==> src/rtl/exc_seq_pkg.sv <==
package exc_seq_pkg;
  typedef enum logic [2:0] {
    VEC_RST  = 3'd0,
    VEC_UND  = 3'd1,
    VEC_SWI  = 3'd2,
    VEC_PABT = 3'd3,
    VEC_DABT = 3'd4,
    VEC_RSVD = 3'd5,
    VEC_IRQ  = 3'd6,
    VEC_FIQ  = 3'd7
  } vec_e;

  localparam int NVEC   = 8;
  localparam int POS_J  = 24;
  localparam int POS_I  = 7;
  localparam int POS_F  = 6;
  localparam int POS_T  = 5;
  localparam int MODE_W = 5;

  function automatic logic [MODE_W-1:0] mode_of(input vec_e v);
    case (v)
      VEC_UND:            mode_of = 5'b11011;
      VEC_PABT, VEC_DABT: mode_of = 5'b10111;
      VEC_IRQ:            mode_of = 5'b10010;
      VEC_FIQ:            mode_of = 5'b10001;
      default:            mode_of = 5'b10011;
    endcase
  endfunction
endpackage

==> src/rtl/exc_arbiter.sv <==
module exc_arbiter
  import exc_seq_pkg::*;
(
  input  logic [NVEC-1:0] req,
  input  logic            mask_i,
  input  logic            mask_f,
  output logic            take,
  output vec_e            sel
);
  // priority list, highest first in the low slot
  localparam int NPRI = 7;
  localparam logic [3*NPRI-1:0] ORDER =
    {3'd2, 3'd1, 3'd3, 3'd6, 3'd7, 3'd4, 3'd0};

  logic [NVEC-1:0] elig;

  always_comb begin
    elig          = req;
    elig[VEC_RSVD] = 1'b0;
    if (mask_i) elig[VEC_IRQ] = 1'b0;
    if (mask_f) elig[VEC_FIQ] = 1'b0;
  end

  always_comb begin
    take = 1'b0;
    sel  = VEC_RST;
    for (int i = NPRI-1; i >= 0; i--) begin
      if (elig[ORDER[3*i +: 3]]) begin
        take = 1'b1;
        sel  = vec_e'(ORDER[3*i +: 3]);
      end
    end
  end
endmodule

==> src/rtl/exc_psr_builder.sv <==
module exc_psr_builder
  import exc_seq_pkg::*;
#(
  parameter int          DW      = 32,
  parameter logic [DW-1:0] HI_BASE = 32'hFFFF0000
) (
  input  vec_e          sel,
  input  logic [DW-1:0] cur_psr,
  input  logic          hi_vec,
  output logic [DW-1:0] psr_new,
  output logic [DW-1:0] pc_new
);
  localparam int VSHIFT = 2;

  logic [DW-1:0] base;

  generate
    if (HI_BASE == '0) begin : g_flat
      assign base = '0;
    end else begin : g_reloc
      assign base = hi_vec ? HI_BASE : '0;
    end
  endgenerate

  always_comb begin
    psr_new               = cur_psr;
    psr_new[POS_J]        = 1'b0;
    psr_new[POS_T]        = 1'b0;
    psr_new[POS_I]        = 1'b1;
    if (sel == VEC_RST || sel == VEC_FIQ)
      psr_new[POS_F]      = 1'b1;
    psr_new[MODE_W-1:0]   = mode_of(sel);
  end

  assign pc_new = base | (DW'(sel) << VSHIFT);
endmodule

==> src/rtl/exc_sequencer.sv <==
module exc_sequencer
  import exc_seq_pkg::*;
#(
  parameter int            DW      = 32,
  parameter logic [DW-1:0] HI_BASE = 32'hFFFF0000
) (
  input  logic          clk,
  input  logic          rst,
  input  logic          req_reset,
  input  logic          req_undef,
  input  logic          req_swi,
  input  logic          req_pabt,
  input  logic          req_dabt,
  input  logic          req_irq,
  input  logic          req_fiq,
  input  logic          req_return,
  input  logic          hi_vec,
  input  logic [DW-1:0] cur_psr,
  input  logic [DW-1:0] saved_psr,
  input  logic [DW-1:0] ret_addr,
  input  logic [DW-1:0] link_in,
  output logic          done,
  output logic          is_return,
  output logic [2:0]    vec_idx,
  output logic [DW-1:0] psr_out,
  output logic [DW-1:0] spsr_out,
  output logic [DW-1:0] link_out,
  output logic [DW-1:0] pc_out
);
  logic [NVEC-1:0] req_vec;
  logic            take;
  vec_e            sel;
  logic [DW-1:0]   psr_new, pc_new;

  always_comb begin
    req_vec           = '0;
    req_vec[VEC_RST]  = req_reset;
    req_vec[VEC_UND]  = req_undef;
    req_vec[VEC_SWI]  = req_swi;
    req_vec[VEC_PABT] = req_pabt;
    req_vec[VEC_DABT] = req_dabt;
    req_vec[VEC_IRQ]  = req_irq;
    req_vec[VEC_FIQ]  = req_fiq;
  end

  exc_arbiter u_arb (
    .req    (req_vec),
    .mask_i (cur_psr[POS_I]),
    .mask_f (cur_psr[POS_F]),
    .take   (take),
    .sel    (sel)
  );

  exc_psr_builder #(.DW(DW), .HI_BASE(HI_BASE)) u_bld (
    .sel     (sel),
    .cur_psr (cur_psr),
    .hi_vec  (hi_vec),
    .psr_new (psr_new),
    .pc_new  (pc_new)
  );

  always_ff @(posedge clk) begin
    if (rst) begin
      done      <= 1'b0;
      is_return <= 1'b0;
      vec_idx   <= '0;
      psr_out   <= '0;
      spsr_out  <= '0;
      link_out  <= '0;
      pc_out    <= '0;
    end else begin
      done <= take | req_return;
      if (take) begin
        is_return <= 1'b0;
        vec_idx   <= sel;
        psr_out   <= psr_new;
        spsr_out  <= cur_psr;
        link_out  <= ret_addr;
        pc_out    <= pc_new;
      end else if (req_return) begin
        is_return <= 1'b1;
        psr_out   <= saved_psr;
        pc_out    <= link_in;
      end
    end
  end
endmodule

==> config.mk <==
export PLATFORM = sky130hd
export DESIGN_NAME = exc_sequencer
export DESIGN_NICKNAME = d
export VERILOG_FILES = /design/src/rtl/exc_seq_pkg.sv /design/src/rtl/exc_arbiter.sv /design/src/rtl/exc_psr_builder.sv /design/src/rtl/exc_sequencer.sv
export SDC_FILE = /design/constraint.sdc
export NUM_CORES = 1
export LEC_CHECK = 0
export CAP_MARGIN = 20
export CORE_UTILIZATION = 40
export CTS_BUF_LIST = sky130_fd_sc_hd__clkbuf_8
export CTS_CLUSTER_SIZE = 40
export DETAILED_ROUTE_END_ITERATION = 8
export HOLD_SLACK_MARGIN = 0.15
export PLACE_DENSITY_LB_ADDON = 0.25
export SYNTH_ARGS = -nofsm -noshare
export SYNTH_HDL_FRONTEND = slang
export SYNTH_SLANG_ARGS = --single-unit
==> constraint.sdc <==
create_clock -name clk -period 2.22 [get_ports clk]
set_clock_uncertainty 0.15 [all_clocks]
set_input_delay 0.444 -clock clk [delete_from_list [all_inputs] [get_ports clk]]
set_output_delay 0.444 -clock clk [all_outputs]
set_load 0.05 [all_outputs]
==> impl_metrics.toml <==
[critical_path]
arrival_ps = 1590
worstSetupPathType = "flop to output port"
worst-path-buf-inv = 1
worstSetupStartpointType = "flop"
cp_cell_sequence = "clkdlybuf4s50_1"
critical_path_required_ps = 1630
crit_path_end_kind = "output port"
slowest_delay_ps = 830
cpLargestDelayFamily = "buffers and inverters"
path_max_fanout = 2
cpMaxStageDelayCell = "clkdlybuf4s50_1"

[pwr]
p_clk_frac = 0.350
intPower_mw = 4.16
swShare = 0.283
p_leak_nw = 4.40
power.density_nw_per_um2 = 679
combPwrFrac = 0.208
irDropWorstVdd_uv = 479
switchingPower_mw = 1.64
p_seq_frac = 0.442

[synthesis]
synth_cell_types = 32
synth_nets = 704
syn_area_per_cell_um2 = 8.90
seq_area_frac_synth = 0.530
netlist_instances = 565
synth-xor-area-share = 0
ys_ff_latch = 133
synthMuxAreaShare = 0.125
synthesis.area_um2 = 5030
synth_top_family_by_area = "simple AND/OR/NAND/NOR gates"
synth_warnings = 0
synth-simple-area-share = 0.166
synth_compound_area_frac = 0.136
synthAdderAreaFrac = 0

[timing]
finalCritPeriodShare = 0.986
finalHoldViolations = 0
period_minus_slack_ps = 2190
setup_viol = 0
max_slew_margin = 0.626
clock.fmax_mhz = 457
finalMaxSlewViolations = 0
hold_slack_ps = 278
worst_pin_slew_ps = 563

[cts]
cts_setup_buffers = 0
numCtsBuffers = 17
cts-root-buf = "clkbuf_8"
clk_latency_ps = 440
tritoncts = "built"
cts_buffer_depth = 2
cts_num_sinks = 133
h-tree-depth = 4
cts.clk_slew.worst_paths_ps = 70
cts_hold_buf = 0

[floorplan]
rows = 40
num_io_pins = 272
die_h_um = 114
die_area_um2 = 13000
core_um2 = 12100
start_util = 0.415
die_x_um = 114

[layout]
fin_cells = 1021
diodes = 0
final_layout_size_suffix_gt1_frac = 0.114
layout.nets = 979
area.growth.synth_to_final_pct = 69.8

[place]
portBuffers = 271
dp_cells = 989
dpl.hpwl_mm = 11.4
place_congestion = 0.784

[detailed_routing]
wl_per_cell_um = 15.2
drt_wl_total_mm = 15.5
drt_iter0_drc = 259
first_pass_iters = 5
avgViaCountPerCell = 4.90
vias = 5000
drc = 0
ant_nets = 0

[grt]
track_usage = 0.233
antenna_found_initial = 0
grt_max_degree = 101
overflow = 0
grt_pass1_vias = 4990
grt_pass1_wl_mm = 23.4

[status]
status = "finished, final reports clean"

[min_path]
min_path_type = "input port to flop"

[flow_run]
drv_cap = 0
## flip-flops by register name, summed over array words and instances (netlist names)
register,flops
done,1
is_return,1
link_out,32
pc_out,32
psr_out,32
spsr_out,32
vec_idx,3
## synthesized netlist by cell type, drive strengths merged
library cell  instances  area (um^2)
o21bai                2         18.8
o22a                  1         8.76
nand3b                4         30.0
and2b                 1         10.0
nor3                  5         25.0
mux2                 24          270
a21o                  3         22.5
nor2b                 1         8.76
a211o                 1         8.76
nand4                 1         6.26
dfxtp               133         2660
nor2                 23          111
o2111ai               1         8.76
or3                   2         12.5
mux2i                36          360
or4                   1         11.3
a32o                  1         10.0
o21ai                 2         10.0
clkbuf               19         71.3
and4                  1         8.76
a31oi                 3         18.8
inv                   2         7.51
nand2               157          589
nand2b                3         18.8
a21oi               115          576
buf                  23          140
## per-stage QoR
stage	worst slack, ps	setup TNS, ps	total power, mW	cell area, um^2	util
CTS	0.651	0	5.87	8390	0.693
floorplan	351	0	3.28	5030	-
global route	-13.4	-13.4	6.00	8540	0.705
global placement	-77.4	-2920	3.84	8050	0.665
finish	31.9	0	5.80	8540	0.705
detailed placement	-123	-5810	3.86	8050	0.665
## layout make-up
cell class                 count  area, um^2
tap                          168         210
multi-input combinational    388        2150
inverter                       2        7.51
sequential                   133        2660
clock inverter                10         105
clock buffer                  22         303
fill                         958        3580
timing repair buffer         298        3100
## cells by family after synthesis
group,Yosys count
AND/OR/NAND/NOR,199
AO/OA/AOI/OAI,129
flip-flops,133
multiplexers,60
buffers and inverters,44
## cell usage in the layout, fill, tap and decap left out, types with 2 or more instances in the layout
cell / instances
or3_1: 2
clkdlybuf4s50_1: 160
nor2_1: 13
nand2_1: 157
nor2_2: 10
clkbuf_8: 22
buf_4: 20
nand2b_1: 3
bufinv_16: 2
mux2i_1: 36
dlygate4sd2_1: 52
inv_1: 5
o21ai_0: 2
nor3_1: 5
dfxtp_1: 133
clkinvlp_4: 2
clkinv_2: 2
dlymetal6s2s_1: 57
a21o_1: 3
a31oi_1: 3
buf_12: 9
a21oi_1: 115
nand3b_1: 4
mux2_2: 24
## final timing paths
check / startpoint / endpoint / slack [ps] / cells past startpoint
min reg2reg: link_out[0] / link_out[0] / 300 / 2
max reg2reg: psr_out[10] / psr_out[10] / 1230 / 3
max: psr_out[4] / psr_out[4] / 30 / 1
min: req_return / done / 280 / 3
## per-layer routing
layer  track usage  wire length (um)  up-vias
li1              -                 -     2446
met1         0.231              5770     2322
met2         0.425              7950      195
met3        0.0852              1300       37
met4         0.123               489        0
met5             0                 0        -
## power by group through the flow
stage          combinational [mW]  clock, mW  sequential (mW)
5_1_grt                      1.27       2.16             2.58
6_report                     1.21       2.03             2.56
4_1_cts                      1.22       2.09             2.57
3_3_place_gp                 1.23          0             2.62
3_5_place_dp                 1.24          0             2.62
2_1_floorplan               0.251          0             3.03
## repair_timing
| action | in CTS | in global routing |
|---|---|---|
| resized for setup | 52 | 57 |
| setup endpoints to repair | 52 | 57 |
| pin swaps | 0 | 0 |
Power figures use the tool's default switching activity.
